[config.mk]
export PLATFORM = sky130hd
export DESIGN_NAME = clkctl_regbank
export DESIGN_NICKNAME = d
export VERILOG_FILES = /design/src/rtl/clkctl_pkg.sv /design/src/rtl/clkctl_gate.sv /design/src/rtl/clkctl_decode.sv /design/src/rtl/clkctl_store.sv /design/src/rtl/clkctl_lock.sv /design/src/rtl/clkctl_regbank.sv
export SDC_FILE = /design/constraint.sdc
export NUM_CORES = 2
export LEC_CHECK = 0
export ABC_AREA = 1
export CORE_MARGIN = 3
export CORE_UTILIZATION = 40
export DETAILED_ROUTE_END_ITERATION = 12
export PLACE_DENSITY = 0.55
export SLEW_MARGIN = 20
export SYNTH_ARGS = -nofsm -noshare
export SYNTH_HDL_FRONTEND = slang
export SYNTH_SLANG_ARGS = --single-unit
[constraint.sdc]
create_clock -name clk -period 8.16 [get_ports clk]
set_clock_uncertainty 0.15 [all_clocks]
set_input_delay 1.632 -clock clk [delete_from_list [all_inputs] [get_ports clk]]
set_output_delay 1.632 -clock clk [all_outputs]
set_load 0.1 [all_outputs]
[src/rtl/clkctl_pkg.sv]
// Shared constants and types of the clock control register bank.
// Assumes 32-bit data words; the key byte sits in the top byte of every write.
package clkctl_pkg;
    localparam logic [7:0] WR_KEY     = 8'h5A;
    localparam logic [1:0] SIZE_WORD  = 2'b10;
    localparam int         ANARST_BIT = 8;
    localparam int         PWRDN_BIT  = 16;
    localparam int         LOCK_LSB   = 4;

    typedef enum logic [1:0] {
        KIND_PLAIN  = 2'd0,
        KIND_PLLGRP = 2'd1,
        KIND_PLLANA = 2'd2,
        KIND_DIV    = 2'd3
    } upd_kind_e;
endpackage

[src/rtl/clkctl_gate.sv]
// Access qualifier: decides whether the current bus request is a legal word
// access and whether a write may be committed (key present, not the lock view).
// Assumes the bus presents a whole request in one cycle.
module clkctl_gate #(
    parameter int ADDR_W   = 7,
    parameter int LOCK_IDX = 0,
    localparam int IDX_W   = ADDR_W - 2
) (
    input  logic              bus_valid,
    input  logic              bus_we,
    input  logic [ADDR_W-1:0] bus_addr,
    input  logic [1:0]        bus_size,
    input  logic [31:0]       bus_wdata,
    output logic              access_ok,
    output logic              wr_en,
    output logic [IDX_W-1:0]  idx,
    output logic [31:0]       wr_data
);
    import clkctl_pkg::*;

    // Qualify size, alignment, key and target of the request.
    always_comb begin
        idx       = bus_addr[ADDR_W-1:2];
        access_ok = bus_valid && (bus_size == SIZE_WORD) && (bus_addr[1:0] == 2'b00);
        wr_en     = access_ok && bus_we && (bus_wdata[31:24] == WR_KEY)
                    && (idx != IDX_W'(LOCK_IDX));
        wr_data   = {8'h00, bus_wdata[23:0]};
    end
endmodule

[src/rtl/clkctl_decode.sv]
// Index classifier: maps a word index to the class of clock element it
// controls and the number of that element. Assumes regions do not overlap.
module clkctl_decode #(
    parameter int IDX_W        = 5,
    parameter int UNIT_W       = 3,
    parameter int PLL_CTL_BASE = 1,
    parameter int PLL_ANA_BASE = 6,
    parameter int PLAIN_BASE   = 11,
    parameter int DIV_BASE     = 16
) (
    input  logic [IDX_W-1:0]     idx,
    output clkctl_pkg::upd_kind_e kind,
    output logic [UNIT_W-1:0]    unit
);
    import clkctl_pkg::*;

    // Region lookup with unit offset inside the region.
    always_comb begin
        int i;
        i    = int'(idx);
        kind = KIND_PLAIN;
        unit = '0;
        if (i >= DIV_BASE) begin
            kind = KIND_DIV;
            unit = UNIT_W'((i - DIV_BASE) / 2);
        end else if (i >= PLAIN_BASE) begin
            kind = KIND_PLAIN;
        end else if (i >= PLL_ANA_BASE) begin
            kind = KIND_PLLANA;
            unit = UNIT_W'(i - PLL_ANA_BASE);
        end else if (i >= PLL_CTL_BASE) begin
            kind = KIND_PLLGRP;
            unit = UNIT_W'(i - PLL_CTL_BASE);
        end
    end
endmodule

[src/rtl/clkctl_store.sv]
// Word storage: holds every control word, loads per-word defaults on reset and
// takes one qualified write per cycle. Assumes wr_data already has the key removed.
module clkctl_store #(
    parameter int NUM_REGS     = 32,
    parameter int IDX_W        = 5,
    parameter int NUM_PLL      = 5,
    parameter int PLL_CTL_BASE = 1,
    parameter int PLL_ANA_BASE = 6
) (
    input  logic                      clk,
    input  logic                      rst_n,
    input  logic                      wr_en,
    input  logic [IDX_W-1:0]          wr_idx,
    input  logic [31:0]               wr_data,
    output logic [NUM_REGS-1:0][31:0] regs_q
);
    import clkctl_pkg::*;

    function automatic logic [31:0] dflt(input int r);
        logic [31:0] v;
        v = '0;
        if (r >= PLL_CTL_BASE && r < PLL_CTL_BASE + NUM_PLL) v[ANARST_BIT] = 1'b1;
        if (r >= PLL_ANA_BASE && r < PLL_ANA_BASE + NUM_PLL) v[PWRDN_BIT] = 1'b1;
        return v;
    endfunction

    // Reset loads defaults; otherwise commit the qualified write.
    always_ff @(posedge clk) begin
        if (!rst_n) begin
            for (int r = 0; r < NUM_REGS; r++) regs_q[r] <= dflt(r);
        end else if (wr_en) begin
            regs_q[wr_idx] <= wr_data;
        end
    end

    AST_HOLD_ON_REJECT: assert property (@(posedge clk) disable iff (!rst_n)
        !wr_en |=> $stable(regs_q));
    AST_KEY_STRIPPED: assert property (@(posedge clk) disable iff (!rst_n)
        wr_en |=> regs_q[$past(wr_idx)][31:24] == 8'h00);
    AST_RESET_DEFAULTS: assert property (@(posedge clk) disable iff (!rst_n)
        $past(!rst_n) |-> regs_q[PLL_CTL_BASE][ANARST_BIT] && regs_q[PLL_ANA_BASE][PWRDN_BIT]);
endmodule

[src/rtl/clkctl_lock.sv]
// Live lock view: one bit per PLL, set when neither analog reset nor
// power-down is requested. Assumes NUM_PLL + LOCK_LSB fits in 32 bits.
module clkctl_lock #(
    parameter int NUM_PLL = 5
) (
    input  logic [NUM_PLL-1:0][31:0] pll_ctl,
    input  logic [NUM_PLL-1:0][31:0] pll_ana,
    output logic [31:0]              lock_word
);
    import clkctl_pkg::*;

    logic [NUM_PLL-1:0] locked;

    for (genvar g = 0; g < NUM_PLL; g++) begin : g_pll
        // One PLL counts as locked when both hold-off bits are clear.
        assign locked[g] = !pll_ctl[g][ANARST_BIT] && !pll_ana[g][PWRDN_BIT];
    end

    // Place the per-PLL bits at their fixed position.
    always_comb begin
        lock_word = '0;
        lock_word[LOCK_LSB +: NUM_PLL] = locked;
    end
endmodule

[src/rtl/clkctl_regbank.sv]
// Top of the clock control register bank: key-protected writes, same-cycle
// reads with a live lock view at index 0, and a registered one-cycle change
// strobe classifying the written word. Assumes one bus request per cycle.
module clkctl_regbank #(
    parameter int ADDR_W  = 7,
    parameter int NUM_PLL = 5,
    parameter int NUM_DIV = 8,
    localparam int IDX_W        = ADDR_W - 2,
    localparam int NUM_REGS     = 1 << IDX_W,
    localparam int MAX_UNITS    = (NUM_PLL > NUM_DIV) ? NUM_PLL : NUM_DIV,
    localparam int UNIT_W       = (MAX_UNITS > 1) ? $clog2(MAX_UNITS) : 1,
    localparam int LOCK_IDX     = 0,
    localparam int PLL_CTL_BASE = 1,
    localparam int PLL_ANA_BASE = PLL_CTL_BASE + NUM_PLL,
    localparam int PLAIN_BASE   = PLL_ANA_BASE + NUM_PLL,
    localparam int DIV_BASE     = NUM_REGS - 2 * NUM_DIV
) (
    input  logic              clk,
    input  logic              rst_n,
    input  logic              bus_valid,
    input  logic              bus_we,
    input  logic [ADDR_W-1:0] bus_addr,
    input  logic [1:0]        bus_size,
    input  logic [31:0]       bus_wdata,
    output logic [31:0]       bus_rdata,
    output logic              upd_valid,
    output logic [IDX_W-1:0]  upd_idx,
    output logic [1:0]        upd_kind,
    output logic [UNIT_W-1:0] upd_unit
);
    import clkctl_pkg::*;

    logic                      access_ok, wr_en;
    logic [IDX_W-1:0]          idx;
    logic [31:0]               wr_data, lock_word;
    logic [NUM_REGS-1:0][31:0] regs_q;
    logic [NUM_PLL-1:0][31:0]  pll_ctl, pll_ana;
    upd_kind_e                 dec_kind;
    logic [UNIT_W-1:0]         dec_unit;

    clkctl_gate #(.ADDR_W(ADDR_W), .LOCK_IDX(LOCK_IDX)) u_gate (
        .bus_valid(bus_valid), .bus_we(bus_we), .bus_addr(bus_addr),
        .bus_size(bus_size), .bus_wdata(bus_wdata), .access_ok(access_ok),
        .wr_en(wr_en), .idx(idx), .wr_data(wr_data)
    );

    clkctl_decode #(.IDX_W(IDX_W), .UNIT_W(UNIT_W), .PLL_CTL_BASE(PLL_CTL_BASE),
        .PLL_ANA_BASE(PLL_ANA_BASE), .PLAIN_BASE(PLAIN_BASE), .DIV_BASE(DIV_BASE)) u_dec (
        .idx(idx), .kind(dec_kind), .unit(dec_unit)
    );

    clkctl_store #(.NUM_REGS(NUM_REGS), .IDX_W(IDX_W), .NUM_PLL(NUM_PLL),
        .PLL_CTL_BASE(PLL_CTL_BASE), .PLL_ANA_BASE(PLL_ANA_BASE)) u_store (
        .clk(clk), .rst_n(rst_n), .wr_en(wr_en), .wr_idx(idx),
        .wr_data(wr_data), .regs_q(regs_q)
    );

    for (genvar g = 0; g < NUM_PLL; g++) begin : g_pllw
        // Route each PLL's two words to the lock view.
        assign pll_ctl[g] = regs_q[PLL_CTL_BASE + g];
        assign pll_ana[g] = regs_q[PLL_ANA_BASE + g];
    end

    clkctl_lock #(.NUM_PLL(NUM_PLL)) u_lock (
        .pll_ctl(pll_ctl), .pll_ana(pll_ana), .lock_word(lock_word)
    );

    // Same-cycle read: lock view at its index, stored word elsewhere, 0 if illegal.
    always_comb begin
        bus_rdata = '0;
        if (access_ok && !bus_we)
            bus_rdata = (idx == IDX_W'(LOCK_IDX)) ? lock_word : regs_q[idx];
    end

    // Registered change strobe with index, class and unit of the committed write.
    always_ff @(posedge clk) begin
        if (!rst_n) begin
            upd_valid <= 1'b0;
            upd_idx   <= '0;
            upd_kind  <= KIND_PLAIN;
            upd_unit  <= '0;
        end else begin
            upd_valid <= wr_en;
            if (wr_en) begin
                upd_idx  <= idx;
                upd_kind <= dec_kind;
                upd_unit <= dec_unit;
            end
        end
    end

    AST_BAD_KEY_NO_STROBE: assert property (@(posedge clk) disable iff (!rst_n)
        bus_valid && bus_we && bus_wdata[31:24] != WR_KEY |=> !upd_valid);
    AST_UNALIGNED_NO_STROBE: assert property (@(posedge clk) disable iff (!rst_n)
        bus_valid && bus_addr[1:0] != 2'b00 |=> !upd_valid);
    AST_STROBE_TRACKS_WRITE: assert property (@(posedge clk) disable iff (!rst_n)
        $past(rst_n) && $past(wr_en) |-> upd_valid && upd_idx == $past(idx));
    AST_STROBE_ONLY_AFTER_WRITE: assert property (@(posedge clk) disable iff (!rst_n)
        $past(rst_n) && !$past(wr_en) |-> !upd_valid);
    AST_GRP_UNIT_RANGE: assert property (@(posedge clk) disable iff (!rst_n)
        upd_valid && upd_kind == KIND_PLLGRP |-> int'(upd_unit) < NUM_PLL);
    AST_DIV_REGION: assert property (@(posedge clk) disable iff (!rst_n)
        upd_valid && upd_kind == KIND_DIV |-> int'(upd_idx) >= DIV_BASE);
    AST_LOCK_CLEAR_AFTER_RESET: assert property (@(posedge clk) disable iff (!rst_n)
        $past(!rst_n) |-> lock_word == 32'h0);
endmodule

Word level (Yosys, flattened, before mapping)

Cells that the tools add are included.

Register bits: 1035
Output and inout bits: 43
Input bits: 45
Logic and storage cells: 90

Bitwise gates (word level): 1
Muxes and demuxes: 15
Add/subtract/negate cells: 4
Reductions and logical operators: 26
Eq/ne operators: 2
Magnitude comparators: 6

Operator list:

| kind                                                 | number |
|---|---|
| bitwise mux 1024 bit                                 | 1 |
| binary-select mux 32 bit (select 5 bit)              | 1 |
| demux 32 bit (select 5 bit)                          | 1 |
| two-way mux 32 bit                                   | 4 |
| logical AND 1 bit                                    | 12 |
| two-way mux 3 bit                                    | 4 |
| zero test 1 bit                                      | 11 |
| >= comparator 5 x 1 -> 1 bit (second input constant) | 2 |
| equality test 8 x 7 -> 1 bit (second input constant) | 1 |
| < comparator 5 x 6 -> 1 bit (second input constant)  | 1 |
| two-way mux 2 bit                                    | 3 |
| subtractor 5 x 5 -> 6 bit (second input constant)    | 1 |
| >= comparator 5 x 3 -> 1 bit (second input constant) | 1 |
| >= comparator 5 x 4 -> 1 bit (second input constant) | 1 |
| >= comparator 5 bit (second input constant)          | 1 |
| zero test 5 bit                                      | 1 |
| nonzero test 5 bit                                   | 1 |
| adder 3 x 1 -> 3 bit                                 | 1 |
| subtractor 3 x 1 -> 3 bit (second input constant)    | 1 |
| subtractor 3 bit (second input constant)             | 1 |
| equality test 2 bit (second input constant)          | 1 |
| zero test 2 bit                                      | 1 |
| bitwise AND 1 bit                                    | 1 |
| two-way mux 1 bit                                    | 1 |

Longest topological paths before layout

Depth after elaboration: 6
Mapped depth: 14
Gate-level depth less buffers: 11

Modules after synthesis

From an unflattened synthesis, not the netlist that was laid out.

Cell total of the unflattened synthesis: 8901
Area total of the unflattened synthesis: 52576.7 um^2

By module, submodules not included:

| module         | seq. area each (um^2) | instances | area an instance (um^2) | cells an instance |
|---|---|---|---|---|
| clkctl_store   | 20499.7               | 1         | 38234.2                 | 5618 |
| clkctl_regbank | 220.2                 | 1         | 13407.9                 | 3135 |
| clkctl_gate    | 0.0                   | 1         | 375.4                   | 60 |
| clkctl_decode  | 0.0                   | 1         | 334.1                   | 55 |
| clkctl_lock    | 0.0                   | 1         | 225.2                   | 33 |

Worst setup path before layout

No wires, ideal clock.

Path type: input port to output port
From: input bus_addr[3]
To: output bus_rdata[0]
Buffers on the path: 3
Arrival time: 4.402 ns
Slack: 1.976 ns
Stages on the path: 8
Data required time: 6.378 ns
Path through: clkinv_1 -> clkbuf_1 -> clkbuf_1 -> ha_1 -> nand2_2 -> nand3_1 -> clkbuf_1 -> a21oi_1

Longest elaborated chain between the ends: 4
Elaborated cells on any way between the ends: 5
Classes of those cells: mux: 4; reduce/logical: 1

Ends and longest elaborated chain:

| item                                     | line                 | source |
|---|---|---|
| start, declared                          | clkctl_regbank.sv:22 | `input logic [ADDR_W-1:0] bus_addr,` |
| binary-select mux 32 bit (select 5 bit)  | clkctl_regbank.sv:72 | `bus_rdata = (idx == IDX_W'(LOCK_IDX)) ? lock_word : regs_q[idx];` |
| two-way mux 32 bit (implied by the code) | clkctl_regbank.sv:72 |  |
| two-way mux 32 bit *                     | clkctl_regbank.sv:72 |  |
| two-way mux 32 bit *                     | clkctl_regbank.sv:71 | `if (access_ok && !bus_we)` |
| end, declared                            | clkctl_regbank.sv:25 | `output logic [31:0] bus_rdata,` |

Mark *: on every way between the ends. The rest lies on a longest branch, timed or not. The select of a mux whose other input is x is not followed.

Worst setup path in the final report

From: input bus_addr[4]
To: output bus_rdata[13]

The elaborated chain is that of the path after synthesis.

==> metrics <==
Slew @ Worst Pin=1.313 ns; hold buffers post-CTS=0; DP HPWL=72240 um; Clock Latency Late Sink=0.64 ns; initial antenna violation count=2; Critical Path Source Type=input pin; clk sink count=just under 800; multi-input combinational cell area=about 0.019 mm^2; vias per cell=~4.8; fin util=about 45%; delay-heaviest family, CP=buffers and inverters; hold-critical path endpoint=u_store.regs_q[5]; Fin Setup TNS=0 ns; register area=between 0.015 and 0.02 mm^2; VDD IR-drop max=between 0.1 and 0.15 mV; Period minus WS final=~6.3 ns; final RePlAce weighted congestion=slightly above 0.8; P_sw=between 0.002 and 0.0025 W; Setup WS post-layout=about 1.8 ns; cell area after synthesis=roughly 0.040 mm^2; Clock Tree Root=clkbuf_16; total number of yosys warnings=0; Buffers & Inverters on Critical Path=4; WP data arrival=roughly 4.5 ns; die area=about 0.10 mm^2; crit-path most repeated cell=nand2_1; largest cells by area after synthesis=dfxtp_1 (39%), nand2_1 (23%), nor2_1 (15%), inv_1 (7.4%), o211ai_1 (4.1%); worst min-delay path class=reg -> reg; Synth area leader=dfxtp_1; Initial Utilization=40.68%; vias post-DR=36677; Setup Fix Bufs, Post-CTS=0; hold path start=u_store.regs_q[5]; Internal Power=roughly 0.0063 W; Logic pwr share=around 6.7%; H-tree depth=3; worst hold path depth=2; Worst Path Required=around 6.4 ns; CTS Buf Count=91; Final Max Slew Viols=0; CTS tree=yes; GR Overflow Total=0; clk buf depth=3; CP Max Fanout=21; number of global-route vias before repair=32468; Synth Flop Type=dfxtp_1; DRC errors left=0; height of the die=320.8 um; final hold viol count=0; Mapped Cells=around 6600; DRT Pass-1 Iters=6; Netlist cell types=33; Synth Register Bits=~800; status=finished clean; register share of total power=between 40% and 50%; sequential share of the synthesized area=between 30% and 40%; PortBufs=between 70 and 80; CP cell instances=clkdlybuf4s50_1, inv_4, nor2_4, buf_4, nand2_1, nand2_1, nor2_1, a21oi_1, buf_12; CP max-delay cell=clkdlybuf4s50_1; Leakage=24.31 nW; syn avg cell area=between 6 and 7 um^2; top-area cell type share of the netlist area=roughly two fifths; R2R Setup Slk=~7.3 ns; die width=between 300 and 400 um; Worst Reg-to-Reg Cells=2; kind of critical path=in -> out; CP max stage delay=between 0.8 and 0.9 ns; clk slew on worst S/H paths=approximately 0.06 ns; I/O pin cnt=roughly 90; share of cells above drive strength 1=around 4.7%; largest net degree at the start of global routing=between 200 and 250; antenna-violating nets left=0; Fillers=around 10000; WL final=about 130000 um; fin nets=approximately 6400; core area=0.09742 mm^2; Worst R2R End=upd_idx[2]; Total Routing Usage GR=24.06%; Max-Cap Viols=0; wire per inst=between 15 and 20 um; unrepaired setup endpoints after global routing=false; Clock Power Share=between 40% and 50%; CP Capture Type=output pin; pre-CTS setup slack=1.900 ns; first-pass GRT wire length=~190000 um; f_max=158.3 MHz; row cnt=around 110; Async SR Flop Fraction=0%; relative slew slack=between 10% and 20%; # setup viols final=0; synth-to-layout area growth=9.885%; worst r2r src=upd_idx[2]; Cell Pwr Density=slightly below 200 mW/mm^2; number of synthesized flops with an enable pin=0; cts repair resizes=0; period utilization=77.43%; drt first-iter violations=around 3400; switching share of power=between 20% and 30%
==> metal layers <==
layer  wire length (um)  vias to the layer above  GRT usage (%)
met2              55370                      959          38.38
li1                   -                    19017              -
met3               7938                      158          3.325
met5                  0                        -              0
met4               3225                        0          6.695
met1              60190                    16543          33.97
==> flip-flops by register name (all words and copies together) (netlist names) <==
register        count
upd_kind            2
upd_idx             5
upd_unit            3
u_store.regs_q    768
upd_valid           1
==> kinds of logic after synthesis <==
| logic type | Yosys count | share of synthesized area [%] |
|---|---|---|
| buf+inv | 1268 | 13.50 |
| other cells | 1 | 0.009463 |
| simple gates | 4194 | 40.99 |
| xor+xnor | 2 | 0.04421 |
| flops | 779 | 39.35 |
| compound gates | 347 | 5.787 |
| fa+ha+maj | 10 | 0.3157 |
==> synthesized netlist by cell type (3+ instances only) <==
master / count
inv_1: 780
buf_2: 87
nor2_1: 1559
buf_6: 16
dfxtp_1: 779
nand4_1: 12
buf_4: 94
ha_1: 10
buf_1: 93
nand2_1: 2427
o31ai_1: 5
nand3_1: 154
o211ai_1: 217
clkbuf_1: 192
inv_4: 3
a21oi_1: 52
nand3_2: 29
o21ai_0: 72
nor3_4: 3
==> power groups by stage <==
stage / sequential (W) / clock, W / combinational, W
2_1_floorplan: 0.00389 / 0 / 0.000357
3_3_place_gp: 0.00389 / 0 / 0.000565
3_5_place_dp: 0.00389 / 0 / 0.000562
4_1_cts: 0.00380 / 0.00413 / 0.000563
5_1_grt: 0.00380 / 0.00428 / 0.000609
6_report: 0.00380 / 0.00403 / 0.000564
==> tightest hold or removal path, cell delays in order (launching register included) <==
cell,delay [ns]
dfxtp_1,0.31
nand2_1,0.05
inv_1,0.03
==> metrics by stage <==
step / instances / cell area (um^2) / hold slack [ns] / power (W)
2_1_floorplan: 6608 / 39660 / 0.2535 / 0.004244
3_3_place_gp: 7562 / 40610 / 0.2626 / 0.004452
3_5_place_dp: 7562 / 40610 / 0.2664 / 0.004449
4_1_cts: 7720 / 43540 / 0.2753 / 0.008493
5_1_grt: 7720 / 43540 / 0.2859 / 0.008688
6_report: 7721 / 43550 / 0.2740 / 0.008399
==> cells in the final DEF (no fill, tap or decap), types with 2 or more instances in the layout <==
cell | synthesis | layout
xnor2_1 | 2 | 2
nand2_2 | 2 | 2
nor2_4 | 1 | 4
buf_8 | 0 | 3
clkbuf_8 | 0 | 29
clkinv_2 | 0 | 14
inv_4 | 3 | 3
clkbuf_16 | 0 | 95
inv_6 | 0 | 2
nand3_1 | 154 | 152
nand4_1 | 12 | 12
nand3_2 | 29 | 31
o31ai_1 | 5 | 5
dfxtp_1 | 779 | 779
buf_4 | 94 | 75
nand2_1 | 2427 | 2427
conb_1 | 1 | 8
nor2_1 | 1559 | 1557
o21ai_0 | 72 | 72
a21oi_1 | 52 | 52
clkbuf_1 | 192 | 18
o211ai_1 | 217 | 217
buf_2 | 87 | 5
clkdlybuf4s50_1 | 0 | 47
buf_12 | 0 | 30
inv_1 | 780 | 780
ha_1 | 10 | 10
nor3_4 | 3 | 4
==> layout make-up <==
| cell class | instances | area share (%) |
|---|---|---|
| diodes | 1 | 0.005746 |
| clock buffers | 142 | 6.531 |
| clock inverters | 16 | 0.1983 |
| inverters | 786 | 6.821 |
| multi-input cells | 4561 | 43.05 |
| flip-flops and latches | 779 | 35.81 |
| well taps | 1276 | 3.666 |
| repair buffers | 160 | 3.913 |
==> how the worst max path moves through the flow <==
| stage | startpoint | endpoint | slack [ns] | depth (start not counted) |
|---|---|---|---|---|
| floorplan | bus_addr[3] | bus_rdata[0] | 1.98 | 8 |
| global placement | bus_addr[4] | bus_rdata[17] | 1.92 | 9 |
| detailed placement | bus_addr[4] | bus_rdata[12] | 1.90 | 9 |
| CTS | bus_addr[4] | bus_rdata[12] | 1.88 | 9 |
| global route | bus_addr[2] | bus_rdata[4] | 1.73 | 13 |
| finish | bus_addr[4] | bus_rdata[13] | 1.84 | 9 |
No activity file was read; power rests on OpenSTA's default activity.
